### config.mk
export PLATFORM = sky130hd
export DESIGN_NAME = cc_gate_eval
export DESIGN_NICKNAME = d
export VERILOG_FILES = /design/src/rtl/cc_eval_pkg.sv /design/src/rtl/cc_cond_select.sv /design/src/rtl/cc_flag_table.sv /design/src/rtl/cc_pc_step.sv /design/src/rtl/cc_gate_eval.sv
export SDC_FILE = /design/constraint.sdc
export NUM_CORES = 1
export LEC_CHECK = 0
export ABC_CLOCK_PERIOD_IN_PS = 3630
export BUFFER_PORTS_ARGS = -buffer_cell sky130_fd_sc_hd__buf_2
export CAP_MARGIN = 10
export CORE_ASPECT_RATIO = 1.2
export CORE_MARGIN = 5
export CORE_UTILIZATION = 31
export DETAILED_ROUTE_END_ITERATION = 12
export PLACE_DENSITY = 0.85
export SLEW_MARGIN = 10
export SYNTH_ARGS = -nofsm -noshare
export SYNTH_HDL_FRONTEND = slang
export SYNTH_SLANG_ARGS = --single-unit
### constraint.sdc
create_clock -name vclk -period 3.63
set_input_delay 1.089 -clock vclk [all_inputs]
set_output_delay 1.089 -clock vclk [all_outputs]
set_load 0.05 [all_outputs]
### src/rtl/cc_eval_pkg.sv
package cc_eval_pkg;

   typedef enum logic [3:0] {
      CC_ZSET    = 4'd0,
      CC_ZCLR    = 4'd1,
      CC_CSET    = 4'd2,
      CC_CCLR    = 4'd3,
      CC_NSET    = 4'd4,
      CC_NCLR    = 4'd5,
      CC_VSET    = 4'd6,
      CC_VCLR    = 4'd7,
      CC_UHIGHER = 4'd8,
      CC_ULOWSM  = 4'd9,
      CC_SGE     = 4'd10,
      CC_SLT     = 4'd11,
      CC_SGT     = 4'd12,
      CC_SLE     = 4'd13,
      CC_ALWAYS  = 4'd14,
      CC_ALWAYS2 = 4'd15
   } cond_code_e;

   typedef struct packed {
      logic neg;
      logic zero;
      logic carry;
      logic ovf;
   } flags_t;

   localparam int TABLE_CASE   = 0;
   localparam int TABLE_PAIRED = 1;

endpackage

### src/rtl/cc_cond_select.sv
module cc_cond_select
   import cc_eval_pkg::*;
#(
   parameter int WORD_W       = 32,
   parameter int WIDE_LSB     = 28,
   parameter int NARROW_LSB   = 8,
   parameter int PREFIX_LSB   = 12,
   parameter logic [3:0] BR_PREFIX = 4'b1101
) (
   input  logic [WORD_W-1:0] opcode_i,
   input  logic              narrow_i,
   output cond_code_e        cond_o,
   output logic              gated_o
);

   logic [3:0] wide_field;
   logic [3:0] narrow_field;
   logic       is_branch;
   logic       unused_opcode;

   assign wide_field    = opcode_i[WIDE_LSB +: 4];
   assign narrow_field  = opcode_i[NARROW_LSB +: 4];
   assign is_branch     = (opcode_i[PREFIX_LSB +: 4] == BR_PREFIX);
   assign unused_opcode = ^opcode_i;

   always_comb begin
      if (narrow_i) begin
         cond_o  = cond_code_e'(narrow_field);
         gated_o = is_branch;
      end else begin
         cond_o  = cond_code_e'(wide_field);
         gated_o = 1'b1;
      end
   end

endmodule

### src/rtl/cc_flag_table.sv
module cc_flag_table
   import cc_eval_pkg::*;
#(
   parameter int TABLE_STYLE = TABLE_CASE
) (
   input  cond_code_e cond_i,
   input  flags_t     flags_i,
   output logic       pass_o
);

   logic n_eq_v;
   assign n_eq_v = (flags_i.neg == flags_i.ovf);

   generate
      if (TABLE_STYLE == TABLE_CASE) begin : g_case
         always_comb begin
            unique case (cond_i)
               CC_ZSET:    pass_o = flags_i.zero;
               CC_ZCLR:    pass_o = !flags_i.zero;
               CC_CSET:    pass_o = flags_i.carry;
               CC_CCLR:    pass_o = !flags_i.carry;
               CC_NSET:    pass_o = flags_i.neg;
               CC_NCLR:    pass_o = !flags_i.neg;
               CC_VSET:    pass_o = flags_i.ovf;
               CC_VCLR:    pass_o = !flags_i.ovf;
               CC_UHIGHER: pass_o = flags_i.carry && !flags_i.zero;
               CC_ULOWSM:  pass_o = !flags_i.carry || flags_i.zero;
               CC_SGE:     pass_o = n_eq_v;
               CC_SLT:     pass_o = !n_eq_v;
               CC_SGT:     pass_o = !flags_i.zero && n_eq_v;
               CC_SLE:     pass_o = flags_i.zero || !n_eq_v;
               default:    pass_o = 1'b1;
            endcase
         end
      end else begin : g_paired
         logic [2:0] pair_idx;
         logic       base;
         assign pair_idx = cond_i[3:1];
         always_comb begin
            case (pair_idx)
               3'd0:    base = flags_i.zero;
               3'd1:    base = flags_i.carry;
               3'd2:    base = flags_i.neg;
               3'd3:    base = flags_i.ovf;
               3'd4:    base = flags_i.carry && !flags_i.zero;
               3'd5:    base = n_eq_v;
               3'd6:    base = !flags_i.zero && n_eq_v;
               default: base = 1'b1;
            endcase
            if (pair_idx == 3'd7) pass_o = 1'b1;
            else                  pass_o = base ^ cond_i[0];
         end
      end
   endgenerate

   // Guards on the signed and unsigned combinations.
   always_comb begin
      if (cond_i == CC_SGT && flags_i.zero)
         assert_gt_blocked_by_zero_R4: assert (!pass_o);
      if (cond_i == CC_SGE && (flags_i.neg != flags_i.ovf))
         assert_ge_sign_mismatch_R3: assert (!pass_o);
      if (cond_i == CC_UHIGHER && !flags_i.carry)
         assert_hi_needs_carry_R2: assert (!pass_o);
   end

endmodule

### src/rtl/cc_pc_step.sv
module cc_pc_step #(
   parameter int PC_W        = 32,
   parameter int WIDE_STEP   = 4,
   parameter int NARROW_STEP = 2
) (
   input  logic [PC_W-1:0] pc_i,
   input  logic            narrow_i,
   output logic [PC_W-1:0] skip_pc_o
);

   localparam logic [PC_W-1:0] WIDE_INC   = PC_W'(WIDE_STEP);
   localparam logic [PC_W-1:0] NARROW_INC = PC_W'(NARROW_STEP);

   logic [PC_W-1:0] inc;
   assign inc       = narrow_i ? NARROW_INC : WIDE_INC;
   assign skip_pc_o = pc_i + inc;

endmodule

### src/rtl/cc_gate_eval.sv
module cc_gate_eval
   import cc_eval_pkg::*;
#(
   parameter int WORD_W      = 32,
   parameter int PC_W        = 32,
   parameter int FLAG_MSB    = 31,
   parameter int WIDE_LSB    = 28,
   parameter int NARROW_LSB  = 8,
   parameter int PREFIX_LSB  = 12,
   parameter logic [3:0] BR_PREFIX = 4'b1101,
   parameter int WIDE_STEP   = 4,
   parameter int NARROW_STEP = 2,
   parameter int TABLE_STYLE = TABLE_CASE
) (
   input  logic [WORD_W-1:0] opcode_i,
   input  logic [WORD_W-1:0] status_i,
   input  logic [PC_W-1:0]   pc_i,
   input  logic              narrow_mode_i,
   output logic              exec_o,
   output logic [PC_W-1:0]   skip_pc_o
);

   localparam int FLAG_LSB = FLAG_MSB - 3;

   generate
      if (FLAG_LSB < 0 || FLAG_MSB >= WORD_W) begin : g_bad_flags
         $error("cc_gate_eval: flag nibble outside status word");
      end
      if (WIDE_LSB + 3 >= WORD_W || NARROW_LSB + 3 >= WORD_W ||
          PREFIX_LSB + 3 >= WORD_W) begin : g_bad_fields
         $error("cc_gate_eval: condition field outside opcode");
      end
      if (TABLE_STYLE != TABLE_CASE && TABLE_STYLE != TABLE_PAIRED) begin : g_bad_style
         $error("cc_gate_eval: unknown table style");
      end
      if (WIDE_STEP <= 0 || NARROW_STEP <= 0 || (WIDE_STEP % 2) != 0 ||
          (NARROW_STEP % 2) != 0) begin : g_bad_step
         $error("cc_gate_eval: steps must be positive and even");
      end
   endgenerate

   flags_t     flags;
   cond_code_e cond;
   logic       gated;
   logic       table_pass;
   logic       unused_status;

   assign flags         = flags_t'(status_i[FLAG_LSB +: 4]);
   assign unused_status = ^status_i;

   cc_cond_select #(
      .WORD_W     (WORD_W),
      .WIDE_LSB   (WIDE_LSB),
      .NARROW_LSB (NARROW_LSB),
      .PREFIX_LSB (PREFIX_LSB),
      .BR_PREFIX  (BR_PREFIX)
   ) sel_i (
      .opcode_i (opcode_i),
      .narrow_i (narrow_mode_i),
      .cond_o   (cond),
      .gated_o  (gated)
   );

   cc_flag_table #(
      .TABLE_STYLE (TABLE_STYLE)
   ) tbl_i (
      .cond_i  (cond),
      .flags_i (flags),
      .pass_o  (table_pass)
   );

   cc_pc_step #(
      .PC_W        (PC_W),
      .WIDE_STEP   (WIDE_STEP),
      .NARROW_STEP (NARROW_STEP)
   ) step_i (
      .pc_i      (pc_i),
      .narrow_i  (narrow_mode_i),
      .skip_pc_o (skip_pc_o)
   );

   assign exec_o = !gated || table_pass;

   always_comb begin
      if (cond == CC_ALWAYS || cond == CC_ALWAYS2)
         assert_always_codes_pass_R5: assert (exec_o);
      if (!narrow_mode_i)
         assert_wide_always_gated_R6: assert (gated);
      if (narrow_mode_i && opcode_i[PREFIX_LSB +: 4] != BR_PREFIX)
         assert_narrow_nonbranch_runs_R7: assert (exec_o);
      assert_skip_keeps_parity_R8: assert (skip_pc_o[0] == pc_i[0]);
      assert_skip_moves_R8: assert (skip_pc_o != pc_i);
   end

endmodule

* Word-level counts from Yosys, hierarchy flattened
Cells that the tools add are included.
** Storage, ports and cells
- Bits of input ports :: 97
- Output and inout port bits :: 33
- Logic and storage cells :: 32
- Bits in registers :: 0
** Operators by class
- Equal/unequal tests :: 15
- Mux-type cells :: 4
- Reductions and logical operators :: 12
- Add/sub/neg operators :: 1
** Operators with widths (number)
- adder 32 bit :: 1
- equality test 4 bit (second input constant) :: 7
- equality test 4 x 3 -> 1 bit (second input constant) :: 4
- one-hot mux 1 bit (14 select lines) :: 1
- equality test 4 x 2 -> 1 bit (second input constant) :: 2
- zero test 1 bit :: 6
- equality test 4 x 1 -> 1 bit (second input constant) :: 1
- zero test 4 bit :: 1
- 2-to-1 mux 4 bit :: 1
- logical OR 1 bit :: 3
- 2-to-1 mux 3 bit :: 1
- logical AND 1 bit :: 2
- equality test 1 bit :: 1
- 2-to-1 mux 1 bit :: 1

* Depth between registers and ports, before layout
- Depth after elaboration :: 5
- Gate-level depth with buffers :: 8
- Gate-level depth less buffers :: 7

* Hierarchy
From an unflattened synthesis, not the netlist that was laid out.
** Second synthesis, totals
- Cell total of the unflattened synthesis :: 115
- Area, all modules :: 859.6 um^2
** By module, submodules not included
- cc_pc_step :: area an instance 669.4 um^2, instances 1, seq. area each 0.0 um^2, cells an instance 92
- cc_flag_table :: area an instance 126.4 um^2, instances 1, seq. area each 0.0 um^2, cells an instance 16
- cc_cond_select :: area an instance 57.6 um^2, instances 1, seq. area each 0.0 um^2, cells an instance 6
- cc_gate_eval :: area an instance 6.3 um^2, instances 1, seq. area each 0.0 um^2, cells an instance 1

* Worst setup path after synthesis
No wires, ideal clock.
- Kind :: input port to output port
- From :: input port narrow_mode_i
- To :: output port skip_pc_o[14]
- Data required time :: 2.541 ns
- Arrival :: 3.009 ns
- Buffers on the path :: 1
- Slack :: -0.468 ns
- Cell stages on the path :: 8
- Cell sequence :: buf_4 > inv_1 > ha_1 > a21o_1 > nand3_1 > or2_1 > nor2_1 > xor2_1
** Between the ends
- Cells in the longest elaborated chain, start to end :: 2
** Ends and longest elaborated chain
- start: declaration :: RTL line cc_gate_eval.sv:18 : input logic narrow_mode_i,
- 2-to-1 mux 3 bit :: RTL line cc_pc_step.sv:15 : assign inc = narrow_i ? NARROW_INC : WIDE_INC;
- adder 32 bit :: RTL line cc_pc_step.sv:16 : assign skip_pc_o = pc_i + inc;
- end: declaration :: RTL line cc_gate_eval.sv:20 : output logic [PC_W-1:0] skip_pc_o
Every way passes these cells.

* Worst setup path after layout
- From :: input port narrow_mode_i
- To :: output port skip_pc_o[22]
Same word-level chain as after synthesis.

==> flow_summary.ini <==
[routing]
totalWireLength_mm = 3.27
vias = 1221
route.detailed.drc = 0
avgViaCountPerCell = 4.86
drtPass1Iterations = 3
avgRoutedWirePerCell_um = 13.0
drt_iter0_drc = 38
antenna_left = 0

[grt]
grt_use_total = 0.164
grt_pass1_wl_mm = 5.27
grt_pass1_vias = 1304
antenna_found_initial = 0
grt_max_degree = 11
grt-ovfl-total = 0

[yosys]
synthAdderAreaFrac = 0.0522
ys_seq_area_frac = 0
ys_types = 34
synth-simple-area-share = 0.418
yosysWarnings = 0
syn_area_um2 = 862
synth_top_family_by_area = simple AND/OR/NAND/NOR gates
synth_compound_area_frac = 0.0711
avgSynthCellArea_um2 = 7.50
synth_area_leaders = xnor2_1 (21%), xor2_1 (12%), nand3_1 (6.4%)
yosysTopAreaCellShare = 0.213
synth.net_count = 215
yosys.area.top_type = xnor2_1
syn-instance-count = 115
synthMuxAreaShare = 0.0871
synth-xor-area-share = 0.335

[worst_setup_path]
arrival_ns = 2.50
cp_max_fo = 4
start_kind = input port
cp_num_buf_inv = 3
cpPeakStageDelay_ns = 0.32
path_delay_family = simple AND/OR/NAND/NOR gates
crit_path_top_delay_cell = or2_4
endpoint_kind = primary output
path_cells = buf_8, inv_4, ha_4, a21o_1, nand3_2, or2_4, nor2_4, xor2_4, buf_6
cp.required_ns = 2.54
crit_type = in -> out

[timing]
drv_slew = 0
hold_viol = 0
max-slew-margin-rel = 0.755
fmax_mhz = 279
grt_setup_unrepaired = yes
worst_pin_slew_ns = 0.357
tns_ns = 0
fin_crit_sh = 0.989
setup_viol = 0
min_period_ns = 3.59

[cells_and_area]
final_cell_area_um2 = 1920
nClkBuffers = 0
nFlopsAndLatches = 0
drive_gt1_frac = 0.719
layout.cells.non_filler = 251
fin_util = 0.701
area_growth_pct = 122
seqCellArea_um2 = 0
fin_nets = 319
antenna_cells = 0

[floorplanning]
fp.dieW_um = 58.1
initial_core_util = 0.315
ios = 130
die_area_um2 = 3940
coreArea_um2 = 2730
rows = 21
die_h_um = 67.8

[run]
drv_cap = 0

[placement]
dp_cells = 250
io_buffers = 80
gp_congestion = 0.825
dp_hpwl_mm = 2.84
placed_area_um2 = 1750

[power_and_ir_drop]
total_power_mw = 0.269
pwr-share-comb = 1.000
seq_power_share = 0
p_int_mw = 0.106
p_leak_nw = 0.943
powerDensity_nw_per_um2 = 141
switching_share = 0.605
peakVddDrop_uv = 98.1
clkPwrFrac = 0
p_sw_mw = 0.163

[outcome]
outcome = complete, no violations

[min_path]
hold_path_class = in -> out

[clocking]
cts.hold.buffers_added = 0
[metal layers]
metal  vias up  global-route usage  routed length (um)
met4         0              0.0203                  19
met2        45               0.367                1920
li1        608                   -                   -
met5         -                   0                   0
met1       566               0.155                1090
met3         2              0.0210                 244
[path summary, 6_finish.rpt]
check | from | endpoint | slack [ns] | cells after the start
setup / recovery | narrow_mode_i | skip_pc_o[22] | 0.04 | 9
hold / removal | pc_i[0] | skip_pc_o[0] | 2.18 | 0
[placed cells by master (no fill, tap or decap), drive strengths merged, types with 3 or more instances in the layout]
| cell type | count |
|---|---|
| buf | 104 |
| mux2i | 6 |
| inv | 3 |
| xor2 | 12 |
| nor2 | 11 |
| and4 | 3 |
| xnor2 | 21 |
| and3 | 3 |
| nand4 | 8 |
| nor3 | 3 |
| nand2 | 11 |
| nand3 | 12 |
[final cells by class]
| cell class | count | area [um2] |
|---|---|---|
| tap | 34 | 42.5 |
| timing repair buffer | 105 | 698 |
| fill | 229 | 817 |
| multi-input combinational | 109 | 1160 |
| inverter | 3 | 13.8 |
[cells in the mapped netlist (2+ instances only)]
cell,count
nor2b_1,2
ha_1,2
buf_4,2
mux2i_1,5
a32oi_1,2
nor2_1,8
xnor2_1,21
o21ai_0,2
nand4_1,6
and3_1,3
nand3_1,11
xor2_1,12
inv_1,3
a31oi_1,2
nand2_1,11
and4_4,3
nor2_2,3
[stage by stage]
| stage | hold WS [ns] | setup slack [ns] |
|---|---|---|
| 2_1_floorplan | 2.29 | -0.178 |
| 3_3_place_gp | 2.18 | -0.102 |
| 3_5_place_dp | 2.18 | -0.122 |
| 4_1_cts | 2.18 | -0.0101 |
| 5_1_grt | 2.18 | -0.0434 |
| 6_report | 2.18 | 0.0411 |
[cell families after synthesis]
logic type | count (synthesis)
buffers and inverters | 6
AND/OR/NAND/NOR | 57
multiplexers | 7
AO/OA/AOI/OAI | 9
adder cells (fa/ha/maj) | 3
XOR/XNOR | 33
[repair_timing]
| item | 4_1_cts | 5_1_grt |
|---|---|---|
| resized for setup | 33 | 13 |
| setup buffers | 1 | 0 |
| pin swaps | 6 | 5 |
| endpoints found under the hold margin | 0 | 0 |
| endpoints found under the setup margin | 22 | 15 |
[power by group through the flow]
stage / clock network (mW) / registers [mW] / logic (mW)
3_5_place_dp: 0 / 0 / 0.248
4_1_cts: 0 / 0 / 0.264
3_3_place_gp: 0 / 0 / 0.243
2_1_floorplan: 0 / 0 / 0.161
5_1_grt: 0 / 0 / 0.285
6_report: 0 / 0 / 0.269
Note: power is estimated with default switching activity, not from simulation.
